<file path="src/rtl/cfg_load_pkg.sv">
package cfg_load_pkg;

  typedef enum logic [2:0] {
    ST_IDLE,
    ST_PROG_LO,
    ST_PROG_HI,
    ST_SHIFT,
    ST_DONE_WT
  } seq_st_t;

  typedef enum logic [1:0] {
    ERR_NONE    = 2'd0,
    ERR_INIT_LO = 2'd1,
    ERR_INIT_HI = 2'd2,
    ERR_DONE    = 2'd3
  } seq_err_t;

  typedef enum logic [1:0] {
    PH_CLK_LO,
    PH_DATA,
    PH_CLK_HI,
    PH_RESTORE
  } bit_ph_t;

endpackage

</file>
<file path="src/rtl/cfg_sync.sv">
module cfg_sync #(
  parameter int   STAGES  = 2,
  parameter logic RST_VAL = 1'b0
) (
  input  logic clk,
  input  logic rst_n,
  input  logic d_i,
  output logic q_o
);

  logic [STAGES-1:0] sr;

  for (genvar i = 0; i < STAGES; i++) begin : g_stg
    logic src;
    if (i == 0) begin : g_first
      assign src = d_i;
    end else begin : g_next
      assign src = sr[i-1];
    end
    always_ff @(posedge clk or negedge rst_n) begin
      if (!rst_n) sr[i] <= RST_VAL;
      else        sr[i] <= src;
    end
  end

  assign q_o = sr[STAGES-1];

endmodule

</file>
<file path="src/rtl/cfg_tmo.sv">
module cfg_tmo #(
  parameter int LIMIT = 700000
) (
  input  logic clk,
  input  logic rst_n,
  input  logic clr_i,
  input  logic en_i,
  output logic hit_o
);

  localparam int CW = (LIMIT > 2) ? $clog2(LIMIT) : 1;

  logic [CW-1:0] cnt_q, cnt_d;

  assign hit_o = (cnt_q == CW'(LIMIT - 1));

  always_comb begin
    cnt_d = cnt_q;
    if (clr_i)                cnt_d = '0;
    else if (en_i && !hit_o)  cnt_d = cnt_q + 1'b1;
  end

  always_ff @(posedge clk or negedge rst_n) begin
    if (!rst_n) cnt_q <= '0;
    else        cnt_q <= cnt_d;
  end

endmodule

</file>
<file path="src/rtl/cfg_bit_tx.sv">
module cfg_bit_tx
  import cfg_load_pkg::*;
#(
  parameter int STEP_CLKS = 4
) (
  input  logic clk,
  input  logic rst_n,
  input  logic load_i,
  input  logic bit_i,
  input  logic last_i,
  output logic busy_o,
  output logic last_fin_o,
  output logic cclk_o,
  output logic cdata_o
);

  localparam int SW = (STEP_CLKS > 2) ? $clog2(STEP_CLKS) : 1;

  logic          act_q, act_d;
  bit_ph_t       ph_q, ph_d;
  logic [SW-1:0] stp_q, stp_d;
  logic          bit_q, bit_d;
  logic          last_q, last_d;
  logic          stp_end;

  assign stp_end = (stp_q == SW'(STEP_CLKS - 1));

  always_comb begin
    act_d  = act_q;
    ph_d   = ph_q;
    stp_d  = stp_q;
    bit_d  = bit_q;
    last_d = last_q;
    if (!act_q) begin
      if (load_i) begin
        act_d  = 1'b1;
        ph_d   = PH_CLK_LO;
        stp_d  = '0;
        bit_d  = bit_i;
        last_d = last_i;
      end
    end else if (stp_end) begin
      stp_d = '0;
      if (ph_q == PH_RESTORE) act_d = 1'b0;
      else                    ph_d  = bit_ph_t'(ph_q + 2'd1);
    end else begin
      stp_d = stp_q + 1'b1;
    end
  end

  always_ff @(posedge clk or negedge rst_n) begin
    if (!rst_n) begin
      act_q  <= 1'b0;
      ph_q   <= PH_CLK_LO;
      stp_q  <= '0;
      bit_q  <= 1'b1;
      last_q <= 1'b0;
    end else begin
      act_q  <= act_d;
      ph_q   <= ph_d;
      stp_q  <= stp_d;
      bit_q  <= bit_d;
      last_q <= last_d;
    end
  end

  assign busy_o     = act_q;
  assign last_fin_o = act_q && (ph_q == PH_RESTORE) && stp_end && last_q;
  assign cclk_o     = !act_q || (ph_q == PH_CLK_HI) || (ph_q == PH_RESTORE);
  assign cdata_o    = (!act_q || (ph_q == PH_CLK_LO) || (ph_q == PH_RESTORE)) ? 1'b1 : bit_q;

endmodule

</file>
<file path="src/rtl/cfg_load_seq.sv">
module cfg_load_seq
  import cfg_load_pkg::*;
#(
  parameter int STEP_CLKS    = 4,
  parameter int TIMEOUT_CLKS = 700000,
  parameter int SYNC_STAGES  = 2
) (
  input  logic       clk,
  input  logic       rst_n,
  input  logic       start_i,
  input  logic       bit_valid_i,
  input  logic       bit_data_i,
  input  logic       bit_last_i,
  output logic       bit_ready_o,
  input  logic       dev_init_i,
  input  logic       dev_done_i,
  output logic       prog_n_o,
  output logic       cclk_o,
  output logic       cdata_o,
  output logic       busy_o,
  output logic       ok_o,
  output logic [1:0] err_o
);

  seq_st_t  st_q, st_d;
  seq_err_t err_q, err_d;
  logic     ok_q, ok_d;
  logic     lastacc_q, lastacc_d;

  logic init_s, done_s;
  logic tmo_hit, tmo_en, tmo_clr;
  logic tx_busy, tx_last_fin, accept;

  cfg_sync #(.STAGES(SYNC_STAGES), .RST_VAL(1'b1)) u_sync_init (
    .clk(clk), .rst_n(rst_n), .d_i(dev_init_i), .q_o(init_s)
  );

  cfg_sync #(.STAGES(SYNC_STAGES), .RST_VAL(1'b0)) u_sync_done (
    .clk(clk), .rst_n(rst_n), .d_i(dev_done_i), .q_o(done_s)
  );

  assign tmo_en  = (st_q == ST_PROG_LO) || (st_q == ST_PROG_HI) || (st_q == ST_DONE_WT);
  assign tmo_clr = (st_d != st_q);

  cfg_tmo #(.LIMIT(TIMEOUT_CLKS)) u_tmo (
    .clk(clk), .rst_n(rst_n), .clr_i(tmo_clr), .en_i(tmo_en), .hit_o(tmo_hit)
  );

  assign bit_ready_o = (st_q == ST_SHIFT) && !tx_busy && !lastacc_q;
  assign accept      = bit_ready_o && bit_valid_i;

  cfg_bit_tx #(.STEP_CLKS(STEP_CLKS)) u_tx (
    .clk(clk), .rst_n(rst_n),
    .load_i(accept), .bit_i(bit_data_i), .last_i(bit_last_i),
    .busy_o(tx_busy), .last_fin_o(tx_last_fin),
    .cclk_o(cclk_o), .cdata_o(cdata_o)
  );

  always_comb begin
    st_d      = st_q;
    err_d     = err_q;
    ok_d      = ok_q;
    lastacc_d = lastacc_q;
    unique case (st_q)
      ST_IDLE: begin
        if (start_i) begin
          st_d      = ST_PROG_LO;
          err_d     = ERR_NONE;
          ok_d      = 1'b0;
          lastacc_d = 1'b0;
        end
      end
      ST_PROG_LO: begin
        if (!init_s)      st_d = ST_PROG_HI;
        else if (tmo_hit) begin
          st_d  = ST_IDLE;
          err_d = ERR_INIT_LO;
        end
      end
      ST_PROG_HI: begin
        if (init_s)       st_d = ST_SHIFT;
        else if (tmo_hit) begin
          st_d  = ST_IDLE;
          err_d = ERR_INIT_HI;
        end
      end
      ST_SHIFT: begin
        if (accept && bit_last_i) lastacc_d = 1'b1;
        if (tx_last_fin)          st_d      = ST_DONE_WT;
      end
      ST_DONE_WT: begin
        if (done_s) begin
          st_d = ST_IDLE;
          ok_d = 1'b1;
        end else if (tmo_hit) begin
          st_d  = ST_IDLE;
          err_d = ERR_DONE;
        end
      end
      default: st_d = ST_IDLE;
    endcase
  end

  always_ff @(posedge clk or negedge rst_n) begin
    if (!rst_n) begin
      st_q      <= ST_IDLE;
      err_q     <= ERR_NONE;
      ok_q      <= 1'b0;
      lastacc_q <= 1'b0;
    end else begin
      st_q      <= st_d;
      err_q     <= err_d;
      ok_q      <= ok_d;
      lastacc_q <= lastacc_d;
    end
  end

  assign busy_o   = (st_q != ST_IDLE);
  assign prog_n_o = (st_q != ST_PROG_LO);
  assign ok_o     = ok_q;
  assign err_o    = err_q;

endmodule

</file>
<file path="config.mk">
export PLATFORM = sky130hd
export DESIGN_NAME = cfg_load_seq
export DESIGN_NICKNAME = d
export VERILOG_FILES = /design/src/rtl/cfg_load_pkg.sv /design/src/rtl/cfg_sync.sv /design/src/rtl/cfg_tmo.sv /design/src/rtl/cfg_bit_tx.sv /design/src/rtl/cfg_load_seq.sv
export SDC_FILE = /design/constraint.sdc
export NUM_CORES = 1
export LEC_CHECK = 0
export BUFFER_PORTS_ARGS = -buffer_cell sky130_fd_sc_hd__clkbuf_2
export CAP_MARGIN = 10
export CORE_ASPECT_RATIO = 1.75
export CORE_MARGIN = 1.5
export CORE_UTILIZATION = 54
export CTS_BUF_LIST = sky130_fd_sc_hd__clkbuf_16
export CTS_CLUSTER_SIZE = 8
export DETAILED_ROUTE_END_ITERATION = 7
export HOLD_SLACK_MARGIN = 0.15
export PLACE_DENSITY = 0.78
export SYNTH_ARGS = -nofsm -noshare
export SYNTH_HDL_FRONTEND = slang
export SYNTH_SLANG_ARGS = --single-unit
</file>
<file path="constraint.sdc">
create_clock -name clk -period 1.9 [get_ports clk]
set_input_delay 0.57 -clock clk [delete_from_list [all_inputs] [get_ports clk]]
set_output_delay 0.57 -clock clk [all_outputs]
set_load 0.02 [all_outputs]
</file>
==> metrics <==
status complete, but fails checks; failing checks negative setup slack; Initial Utilization 55.8%; Cells after Synth between 200 and 250; Slew Limit Fails 0; Syn Nets roughly 240; final HPWL from detailed placement 3.18 mm; final setup violation count 3; root buf cell clkbuf_16; CTS tree yes; Layout Skew about 3.5 ps; post-DR wirelength/cell 15.9 um; IO Pins 16; DR pass1 iterations 4; die area about 0.0044 sq mm; via count approximately 1800; Syn Area/Cell 9.59 sq um; worst path required time ~1300 ps; Pwr Total ~2.9 mW; Tmin final around 2100 ps; Die Wd between 50 and 60 um; Vias/cell about 5.8; Adder-Cell Fraction of Synth Area 2.93%; gpl congestion 0.801; Setup TNS -396 ps; Final Hold Fails 0; Compound-Gate Fraction of Synth Area roughly 14%; slowest stage delay, CP between 500 and 600 ps; Placed Cells incl. Taps between 200 and 300; htree depth 2; CTS Buf Count 5; fmax about 470 MHz; Synth Area in Simple Gates between 20% and 30%; Setup WS post-layout -241 ps; mapped cell area between 0.002 and 0.0025 sq mm; first-pass GRT wire length around 8 mm; area leader, netlist dfrtp_1; die height approximately 86 um; Final #Nets roughly 280; Hold Path Class input port to async pin; Synth Register Bits 38; cell with the most instances after synthesis dfrtp_1; share of cells above drive strength 1 36.5%; Synth area leaders dfrtp_1, xnor2_1, nand2_1; share of the synthesized area in the top cell type between 40% and 50%; CP max-delay cell or4b_4; number of global-route vias before repair roughly 1800; ANT nets after route 0; Overall Global Routing Usage between 20% and 30%; sequential area share after synthesis 44.6%; Clock Pin Slew Worst Setup and Hold Paths ~50 ps; synth warn 0; RSZ-0062 raised after global routing yes; grt total ovfl 0; Rows 30; top_reg_cell synth dfrtp_1; Antenna Cells 0; max_cap viols 0; worst slack, placed -13.1 ps; Cell variety after synth 57; largest family of logic cells by synthesized area simple AND/OR/NAND/NOR gates; power per cell area 1050 mW/mm^2; core area 0.00383 sq mm; Post-synth top cells dfrtp_1, nand2_1, nor2_1; worst slew pin tran between 400 and 500 ps; crit start category flip-flop; largest net degree at the start of global routing 39; PortBufs 15; multiplexer share of the synthesized area approximately 2.6%; Pleak 1.26 nW; Post-synth EDFFs 0; cells along the critical path inv_1 > ha_2 > or4b_4 > buf_8; critical path class flip-flop to output port; # DRC 0; Worst slew margin ~67%; Clk Latency, worst-skew pair approximately 280 ps; Post-Route WL 5.07 mm; clock sink total 38; initial antenna violation count 0; Final Non-Filler Cells between 300 and 400; cts hold-fix bufs 0; synthesis-to-finish area growth 30.9%; CTS Buffer Depth 2; Post-synth ARST share between 90% and 100%; Synth Area in XOR/XNOR ~6.1%; CP arrival about 1600 ps; crit share post-route 113%; DP Area between 0.002 and 0.0025 sq mm; crit end category output port; DRT iter0 DRCs 41; Design Area, Final ~0.0028 sq mm; CP Max Fanout 4; Worst VDD drop 872 uV
## cell type report
| type | instances | area (sq um) |
|---|---|---|
| fill | 278 | 1030 |
| multi-input combinational | 166 | 1190 |
| clock buffer | 5 | 125 |
| timing repair buffer | 52 | 428 |
| clock inverter | 3 | 12.5 |
| tap | 48 | 60.1 |
| sequential | 38 | 960 |
| inverter | 7 | 26.3 |
## power breakdown
| group | switching [mW] | internal (mW) |
|---|---|---|
| clock | 0.300 | 0.473 |
| combinational | 0.500 | 0.552 |
| sequential | 0.154 | 0.962 |
| total | 0.954 | 1.99 |
## cell families after synthesis
group,count (synthesis)
xor+xnor,15
compound gates,40
fa+ha+maj,5
buf+inv,19
mux,5
simple gates,101
flops,38
## final timing paths
path	start	to	slack, ps	cells after the start
setup / recovery	u_tx.ph_q[1]	cdata_o	-240	4
hold reg to reg	u_sync_done.g_stg[1].src	u_sync_done.q_o	350	0
max in group asynchronous	rst_n	st_q[1]	1190	2
hold / removal	rst_n	u_tx.ph_q[0]	340	2
setup reg to reg	u_tmo.cnt_q[16]	u_tmo.cnt_q[0]	60	6
min in group clk	u_sync_done.g_stg[1].src	u_sync_done.q_o	350	0
## layer usage
| metal | global-route usage [%] | part of all wire (%) |
|---|---|---|
| met1 | 26.9 | 39 |
| met2 | 42.5 | 56 |
| met3 | 4.14 | 2.5 |
| met4 | 11.5 | 2.5 |
| met5 | 0 | 0 |
## registers in the layout, indices dropped and copies added (netlist names), 2 cells and up
| name | flops |
|---|---|
| u_tx.stp_q | 2 |
| u_tmo.cnt_q | 20 |
| err_o | 2 |
| u_tx.ph_q | 2 |
| st_q | 3 |
## what timing repair did
item                       4_1_cts  5_1_grt
setup endpoints to repair        5       26
setup buffers                    9        6
gates resized for setup         20       22
pin swaps                        7        7
## per-stage QoR
stage | util [%] | hold slack, ps
global placement | 63.0 | 336
floorplan | - | 274
CTS | 69.8 | 349
finish | 73.1 | 339
global route | 73.1 | 360
detailed placement | 63.0 | 345
## layout by cell type (no fill, tap or decap), types with 2 or more instances in the layout
| master | n |
|---|---|
| nor4_4 | 2 |
| nor4_1 | 2 |
| nand3_1 | 11 |
| nor2b_1 | 2 |
| clkbuf_16 | 5 |
| or3b_4 | 2 |
| clkbuf_2 | 10 |
| dfrtp_1 | 31 |
| buf_6 | 4 |
| a21oi_1 | 7 |
| nor2_2 | 2 |
| inv_1 | 7 |
| nand2_1 | 27 |
| nor2_1 | 19 |
| nor4_2 | 2 |
| mux2i_1 | 3 |
| buf_12 | 2 |
| o21ai_0 | 7 |
| nand3b_1 | 3 |
| nand4_1 | 4 |
| a21o_1 | 4 |
| or3_1 | 3 |
| ha_1 | 2 |
| dfstp_2 | 3 |
| a31oi_1 | 3 |
| or3_4 | 2 |
| nor3_1 | 5 |
| ha_2 | 3 |
| and4_1 | 2 |
| dfrtp_2 | 4 |
| o32ai_1 | 2 |
| xnor2_1 | 14 |
| buf_4 | 33 |
| buf_8 | 3 |
## critical path, delay by kind of cell (launching register included)
| kind | cells | cell delay, ps |
|---|---|---|
| AND/OR/NAND/NOR | 1 | 510 |
| buffers and inverters | 2 | 200 |
| flip-flops | 1 | 400 |
| adder cells (fa/ha/maj) | 1 | 170 |
No activity file was read; power rests on OpenSTA's default activity.
